**src/rtl/ras_pkg.sv**
```systemverilog
// Package: shared types and ring-pointer helpers for the return address stack.
// Assumes depth arguments are at least 1.
package ras_pkg;

    // Operation chosen by the controller for one cycle.
    typedef enum logic [2:0] {
        RAS_IDLE  = 3'd0,
        RAS_PUSH  = 3'd1,
        RAS_POP   = 3'd2,
        RAS_SWAP  = 3'd3,
        RAS_CLEAR = 3'd4
    } ras_op_e;

    // Next index around a ring of d slots.
    function automatic int ring_next(input int p, input int d);
        return (p >= d - 1) ? 0 : p + 1;
    endfunction

    // Previous index around a ring of d slots.
    function automatic int ring_prev(input int p, input int d);
        return (p == 0) ? d - 1 : p - 1;
    endfunction

endpackage

```
**src/rtl/ras_ctrl.sv**
```systemverilog
// Module: ras_ctrl
// Tracks how many return addresses are held and where the next push lands.
// Decodes the call/return/flush strobes into one operation per cycle and
// tells the storage which slot to write and which slot is the newest.
// Assumes strobes are defined at every edge after reset.
module ras_ctrl
    import ras_pkg::*;
#(
    parameter int DEPTH = 3,
    localparam int PTR_W = (DEPTH > 1) ? $clog2(DEPTH) : 1,
    localparam int CNT_W = $clog2(DEPTH + 1)
) (
    input  logic             clk,
    input  logic             rst_n,
    input  logic             flush_i,
    input  logic             call_i,
    input  logic             ret_i,
    output logic             wr_en_o,
    output logic [PTR_W-1:0] wr_idx_o,
    output logic [PTR_W-1:0] top_idx_o,
    output logic             nonempty_o
);

    logic [PTR_W-1:0] nxt_ptr_q;   // slot the next push writes
    logic [CNT_W-1:0] count_q;     // occupied slots, saturates at DEPTH
    logic [PTR_W-1:0] nxt_ptr_inc;
    logic [PTR_W-1:0] nxt_ptr_dec;
    ras_op_e          op;

    localparam logic [CNT_W-1:0] FULL = CNT_W'(DEPTH);

    assign nonempty_o  = (count_q != '0);
    assign nxt_ptr_inc = PTR_W'(ring_next(int'(nxt_ptr_q), DEPTH));
    assign nxt_ptr_dec = PTR_W'(ring_prev(int'(nxt_ptr_q), DEPTH));
    assign top_idx_o   = nxt_ptr_dec;

    // Purpose: pick this cycle's operation; flush wins, empty swap acts as push.
    always_comb begin
        if (flush_i)                      op = RAS_CLEAR;
        else if (call_i && ret_i)         op = nonempty_o ? RAS_SWAP : RAS_PUSH;
        else if (call_i)                  op = RAS_PUSH;
        else if (ret_i && nonempty_o)     op = RAS_POP;
        else                              op = RAS_IDLE;
    end

    // Purpose: steer the storage write to the free slot or to the newest slot.
    always_comb begin
        wr_en_o  = (op == RAS_PUSH) || (op == RAS_SWAP);
        wr_idx_o = (op == RAS_SWAP) ? nxt_ptr_dec : nxt_ptr_q;
    end

    // Purpose: advance pointer and occupancy for the chosen operation.
    always_ff @(posedge clk) begin
        if (!rst_n) begin
            nxt_ptr_q <= '0;
            count_q   <= '0;
        end else begin
            case (op)
                RAS_CLEAR: begin
                    nxt_ptr_q <= '0;
                    count_q   <= '0;
                end
                RAS_PUSH: begin
                    nxt_ptr_q <= nxt_ptr_inc;
                    if (count_q != FULL) count_q <= count_q + 1'b1;
                end
                RAS_POP: begin
                    nxt_ptr_q <= nxt_ptr_dec;
                    count_q   <= count_q - 1'b1;
                end
                default: ;
            endcase
        end
    end

    // occupancy never exceeds the ring size.
    a_r5_count_bounded: assert property (@(posedge clk) disable iff (!rst_n)
        count_q <= FULL);

    // a push into a full ring keeps it full.
    a_r5_full_push_saturates: assert property (@(posedge clk) disable iff (!rst_n)
        (call_i && !ret_i && !flush_i && count_q == FULL) |=> (count_q == FULL));

    // a return on an empty ring leaves pointer and count alone.
    a_r6_empty_pop_no_change: assert property (@(posedge clk) disable iff (!rst_n)
        (ret_i && !call_i && !flush_i && count_q == '0) |=> (count_q == '0) && $stable(nxt_ptr_q));

    // call and return together on a non-empty ring keep depth and pointer.
    a_r7_swap_keeps_depth: assert property (@(posedge clk) disable iff (!rst_n)
        (call_i && ret_i && !flush_i && count_q != '0) |=> $stable(count_q) && $stable(nxt_ptr_q));

    // flush leaves the ring empty at the next cycle.
    a_r8_flush_empties: assert property (@(posedge clk) disable iff (!rst_n)
        flush_i |=> (count_q == '0) && (nxt_ptr_q == '0));

endmodule

```
**src/rtl/ras_store.sv**
```systemverilog
// Module: ras_store
// Ring of DEPTH address registers with one write port and one read port.
// Contents are not reset; the controller never reports unoccupied slots.
// Assumes wr_idx_i and rd_idx_i stay below DEPTH.
module ras_store #(
    parameter int ADDR_W = 32,
    parameter int DEPTH  = 3,
    localparam int PTR_W = (DEPTH > 1) ? $clog2(DEPTH) : 1
) (
    input  logic              clk,
    input  logic              wr_en_i,
    input  logic [PTR_W-1:0]  wr_idx_i,
    input  logic [ADDR_W-1:0] wr_data_i,
    input  logic [PTR_W-1:0]  rd_idx_i,
    output logic [ADDR_W-1:0] rd_data_o
);

    logic [ADDR_W-1:0] slot_q [DEPTH];

    for (genvar g = 0; g < DEPTH; g++) begin : g_slot
        // Purpose: capture the write data when this slot is addressed.
        always_ff @(posedge clk) begin
            if (wr_en_i && (wr_idx_i == PTR_W'(g))) slot_q[g] <= wr_data_i;
        end
    end

    // Purpose: select the slot named by the read index.
    always_comb begin
        rd_data_o = '0;
        for (int i = 0; i < DEPTH; i++) begin
            if (rd_idx_i == PTR_W'(i)) rd_data_o = slot_q[i];
        end
    end

    // Write index must address an existing slot.
    a_r5_wr_idx_in_range: assert property (@(posedge clk)
        wr_en_i |-> (int'(wr_idx_i) < DEPTH));

endmodule

```
**src/rtl/ret_addr_stack.sv**
```systemverilog
// Module: ret_addr_stack (top)
// Circular return address stack: calls push the sequential return address,
// returns pop the newest address as a same-cycle prediction. Overflow
// overwrites the oldest entry. A synchronous flush empties the stack.
// Assumes at most one call and one return are reported per cycle.
module ret_addr_stack #(
    parameter int ADDR_W = 32,
    parameter int DEPTH  = 3,
    localparam int PTR_W = (DEPTH > 1) ? $clog2(DEPTH) : 1
) (
    input  logic              clk,
    input  logic              rst_n,
    input  logic              flush_i,
    input  logic              call_i,
    input  logic [ADDR_W-1:0] call_addr_i,
    input  logic              ret_i,
    output logic [ADDR_W-1:0] pred_target_o,
    output logic              pred_valid_o
);

    logic             wr_en;
    logic [PTR_W-1:0] wr_idx;
    logic [PTR_W-1:0] top_idx;
    logic             nonempty;
    logic [ADDR_W-1:0] top_data;

    ras_ctrl #(.DEPTH(DEPTH)) u_ctrl (
        .clk        (clk),
        .rst_n      (rst_n),
        .flush_i    (flush_i),
        .call_i     (call_i),
        .ret_i      (ret_i),
        .wr_en_o    (wr_en),
        .wr_idx_o   (wr_idx),
        .top_idx_o  (top_idx),
        .nonempty_o (nonempty)
    );

    ras_store #(.ADDR_W(ADDR_W), .DEPTH(DEPTH)) u_store (
        .clk       (clk),
        .wr_en_i   (wr_en),
        .wr_idx_i  (wr_idx),
        .wr_data_i (call_addr_i),
        .rd_idx_i  (top_idx),
        .rd_data_o (top_data)
    );

    // Purpose: offer the newest entry on an unflushed return to a non-empty stack.
    always_comb begin
        pred_valid_o  = ret_i && !flush_i && nonempty;
        pred_target_o = pred_valid_o ? top_data : '0;
    end

    // no prediction is ever offered without a return strobe.
    a_r2_no_pred_without_ret: assert property (@(posedge clk) disable iff (!rst_n)
        !ret_i |-> !pred_valid_o);

    // a flush cycle never reports a prediction.
    a_r8_flush_masks_pred: assert property (@(posedge clk) disable iff (!rst_n)
        flush_i |-> !pred_valid_o && (pred_target_o == '0));

    // an invalid prediction always carries a zero target.
    a_r6_invalid_target_zero: assert property (@(posedge clk) disable iff (!rst_n)
        !pred_valid_o |-> (pred_target_o == '0));

endmodule

```
**config.mk**
```make
export PLATFORM = sky130hd
export DESIGN_NAME = ret_addr_stack
export DESIGN_NICKNAME = d
export VERILOG_FILES = /design/src/rtl/ras_pkg.sv /design/src/rtl/ras_ctrl.sv /design/src/rtl/ras_store.sv /design/src/rtl/ret_addr_stack.sv
export SDC_FILE = /design/constraint.sdc
export NUM_CORES = 1
export LEC_CHECK = 0
export ABC_AREA = 1
export BUFFER_PORTS_ARGS = -buffer_cell sky130_fd_sc_hd__buf_2
export CAP_MARGIN = 0
export CORE_UTILIZATION = 40
export CTS_BUF_LIST = sky130_fd_sc_hd__clkbuf_4
export DETAILED_ROUTE_END_ITERATION = 7
export SETUP_SLACK_MARGIN = 0.5
export SLEW_MARGIN = 20
export SYNTH_ARGS = -nofsm -noshare
export SYNTH_HDL_FRONTEND = slang
export SYNTH_SLANG_ARGS = --single-unit
```
**constraint.sdc**
```tcl
create_clock -name clk -period 3.7 [get_ports clk]
set_input_delay 0 -clock clk [delete_from_list [all_inputs] [get_ports clk]]
set_output_delay 0 -clock clk [all_outputs]
set_load 0.03 [all_outputs]
```
==> impl_metrics.toml <==
[run_status]
status = "completed"

[timing]
final-max-slew-violation-count = 0
worst_pin_slew_ns = 0.989
finalSetupTns_ns = 0
setup_viol = 0
final-hold-violation-count = 0
clock_skew_ns = 0.0158
rsz0062_at_grt = "false"
post-route-period-util_pct = 76.5
setup_ws_ns = 0.869
fin_crit_ns = 2.83
slew_headroom_pct = 33.9
fin_hold_ws_ns = 0.0507
max_freq_ghz = 0.353

[clock_tree]
cts_sinks = 100
clockBufferDepth = 2
root_buffer = "clkbuf_4"
cts_max_level = 3
clock_latency_ns = 0.45
numCtsBuffers = 9
tritoncts = "yes"
clkTransAtPathRegs_ns = 0.15
cts_resized = 0

[setup_path]
reg2reg_to = "u_store.slot_q[0][92]$_DFFE_PP_"
crit_start = "u_ctrl.nxt_ptr_q[0]$_SDFFE_PN0P_"
ff2ff_setup_slack_ns = 1.08
cp-end-kind = "output port"
cp-endpoint = "pred_target_o[13]"
r2r-start = "u_ctrl.count_q[0]$_SDFFE_PN0P_"
r2r_cells = 7
crit_type = "register to output port"
cp_max_fo = 18
cp.arrival_ns = 2.83
start_kind = "register"
cp.required_ns = 3.70

[detailed_routing]
wl_per_cell_um = 15.0
totalWireLength_mm = 8.31
vias_per_cell = 4.83
num_vias = 2682
drt_iter0_drc = 117
first_pass_iters = 4
ant_nets = 0
drc = 0

[floorplan]
die_x_um = 102
die_h_um = 102
die-area_um2 = 10400
std_cell_rows = 36
core_area_um2 = 9730
initial_core_util_pct = 40.9
pin_count = 70

[power_and_ir_drop]
p_per_area_nw_per_um2 = 460
p_int_mw = 1.73
leakagePower_nw = 1.87
p_sw_uw = 579
peakVddDrop_v = 0.000285
swShare_pct = 25.1
p_comb_share_pct = 12.8
clkPwrFrac_pct = 31.1
seq_power_share_pct = 56.1

[synthesis]
synth_cell_types = 23
syn_avg_cell_area_um2 = 12.7
ys_ff_latch = 100
yosysWarnings = 0
seq_area_frac_synth_pct = 74.4
syn_inst = 314
netlist_area_um2 = 3980
synth_nets = 354

[place]
place_congestion = 0.750
dp.final_hpwl_mm = 4.97
portBuffers = 69
dp_slack_ns = 1.05

[finish]
diodes = 0
syn_to_final_growth_pct = 26.0
final_cell_mix = "edfxtp_1, buf_2, a21oi_1"
fill_cells = 876
layout-drive-gt1-share_pct = 24.2
fin_nets = 457
final_common_cell = "edfxtp_1"

[global_route]
grt_pass1_wl_mm = 12.9
grt_pass1_vias = 2611
grt_overflow = 0
antenna_found_initial = 0
grt_max_degree = 36
grt_use_total_pct = 17.0

[run]
maxCapViolations = 0

[hold_path]
holdCritPathClass = "input port to register"
worstHoldStart = "ret_i"
-- power by group through the flow --
stage / logic, mW / registers (mW) / clock network (mW)
floorplan: 0.175 / 1.32 / 0
detailed placement: 0.272 / 1.32 / 0
CTS: 0.302 / 1.30 / 0.731
global route: 0.336 / 1.30 / 0.772
finish: 0.297 / 1.30 / 0.719
global placement: 0.268 / 1.32 / 0
-- critical path, stage by stage (launching register included) --
cell and delay, ns:
dfxtp_1 0.36, inv_1 0.08, ha_1 0.44, nor2_2 0.74, buf_4 0.34, nand2_1 0.07, a21oi_1 0.14, buf_2 0.22
-- timing repair --
item | in CTS | in global routing
hold buffers | 35 | 0
endpoints found under the hold margin | 100 | 0
setup buffers | 0 | 0
endpoints found under the setup margin | 0 | 0
-- sequential cells by signal, summed over array words and instances, names as in the netlist --
signal	flops
u_ctrl.count_q	2
u_ctrl.nxt_ptr_q	2
u_store.slot_q	96
-- stage by stage --
step	utilization [%]	cells	total power, mW	area [um^2]
floorplan	-	314	1.50	3980
global placement	46.0	504	1.59	4480
detailed placement	46.0	504	1.59	4480
CTS	51.6	555	2.33	5020
global route	51.6	555	2.41	5020
finish	51.6	555	2.31	5020
-- metal layers --
metal,global-route usage (%),vias to the layer above,wire [um]
met5,0,-,0
met4,6.13,0,68
met3,3.86,7,438
met2,27.5,76,4010
met1,22.6,1254,3790
li1,-,1345,-
-- final cells by class --
cell class	instances	area [um^2]	share of cell area [%]
Clock buffer	9	67.6	1.35
Clock inverter	7	123	2.44
Inverter	13	48.8	0.972
Multi-Input combinational cell	184	917	18.3
Sequential cell	100	2960	59.0
Tap cell	133	166	3.32
Timing Repair Buffer	109	733	14.6
-- cell usage after synthesis --
master,number,share of area (%)
a21oi_1,65,8.2
buf_1,1,0.094
buf_2,9,1.1
clkbuf_1,6,0.57
clkbuf_2,1,0.13
clkinv_1,1,0.094
dfxtp_1,4,2.0
edfxtp_1,96,72
ha_1,3,0.94
inv_1,11,1.0
inv_2,1,0.094
nand2_1,49,4.6
nand2_2,4,0.63
nand3_1,5,0.63
nand3_2,1,0.25
nand4_1,4,0.63
nor2_1,14,1.3
nor2_2,2,0.31
nor2_4,1,0.28
o211ai_1,1,0.19
o21ai_0,30,3.8
o21ai_1,4,0.50
o21ai_2,1,0.22
-- worst min-delay path by stage --
stage                                             to  depth (start not counted)
floorplan             u_store.slot_q[0][0]$_DFFE_PP_                          0
global placement     u_store.slot_q[0][32]$_DFFE_PP_                          1
detailed placement   u_store.slot_q[0][78]$_DFFE_PP_                          1
CTS                 u_ctrl.nxt_ptr_q[0]$_SDFFE_PN0P_                          6
global route        u_ctrl.nxt_ptr_q[0]$_SDFFE_PN0P_                          6
finish              u_ctrl.nxt_ptr_q[0]$_SDFFE_PN0P_                          6
-- cells by family (layout without fill, tap and decap cells) --
family | count (synthesis) | count (layout) | synth area share, %
simple gates | 80 | 80 | 8.67
buf+inv | 30 | 138 | 3.14
flops | 100 | 100 | 74.4
fa+ha+maj | 3 | 3 | 0.943
compound gates | 101 | 101 | 12.8
(Power assumes the default switching activity.)
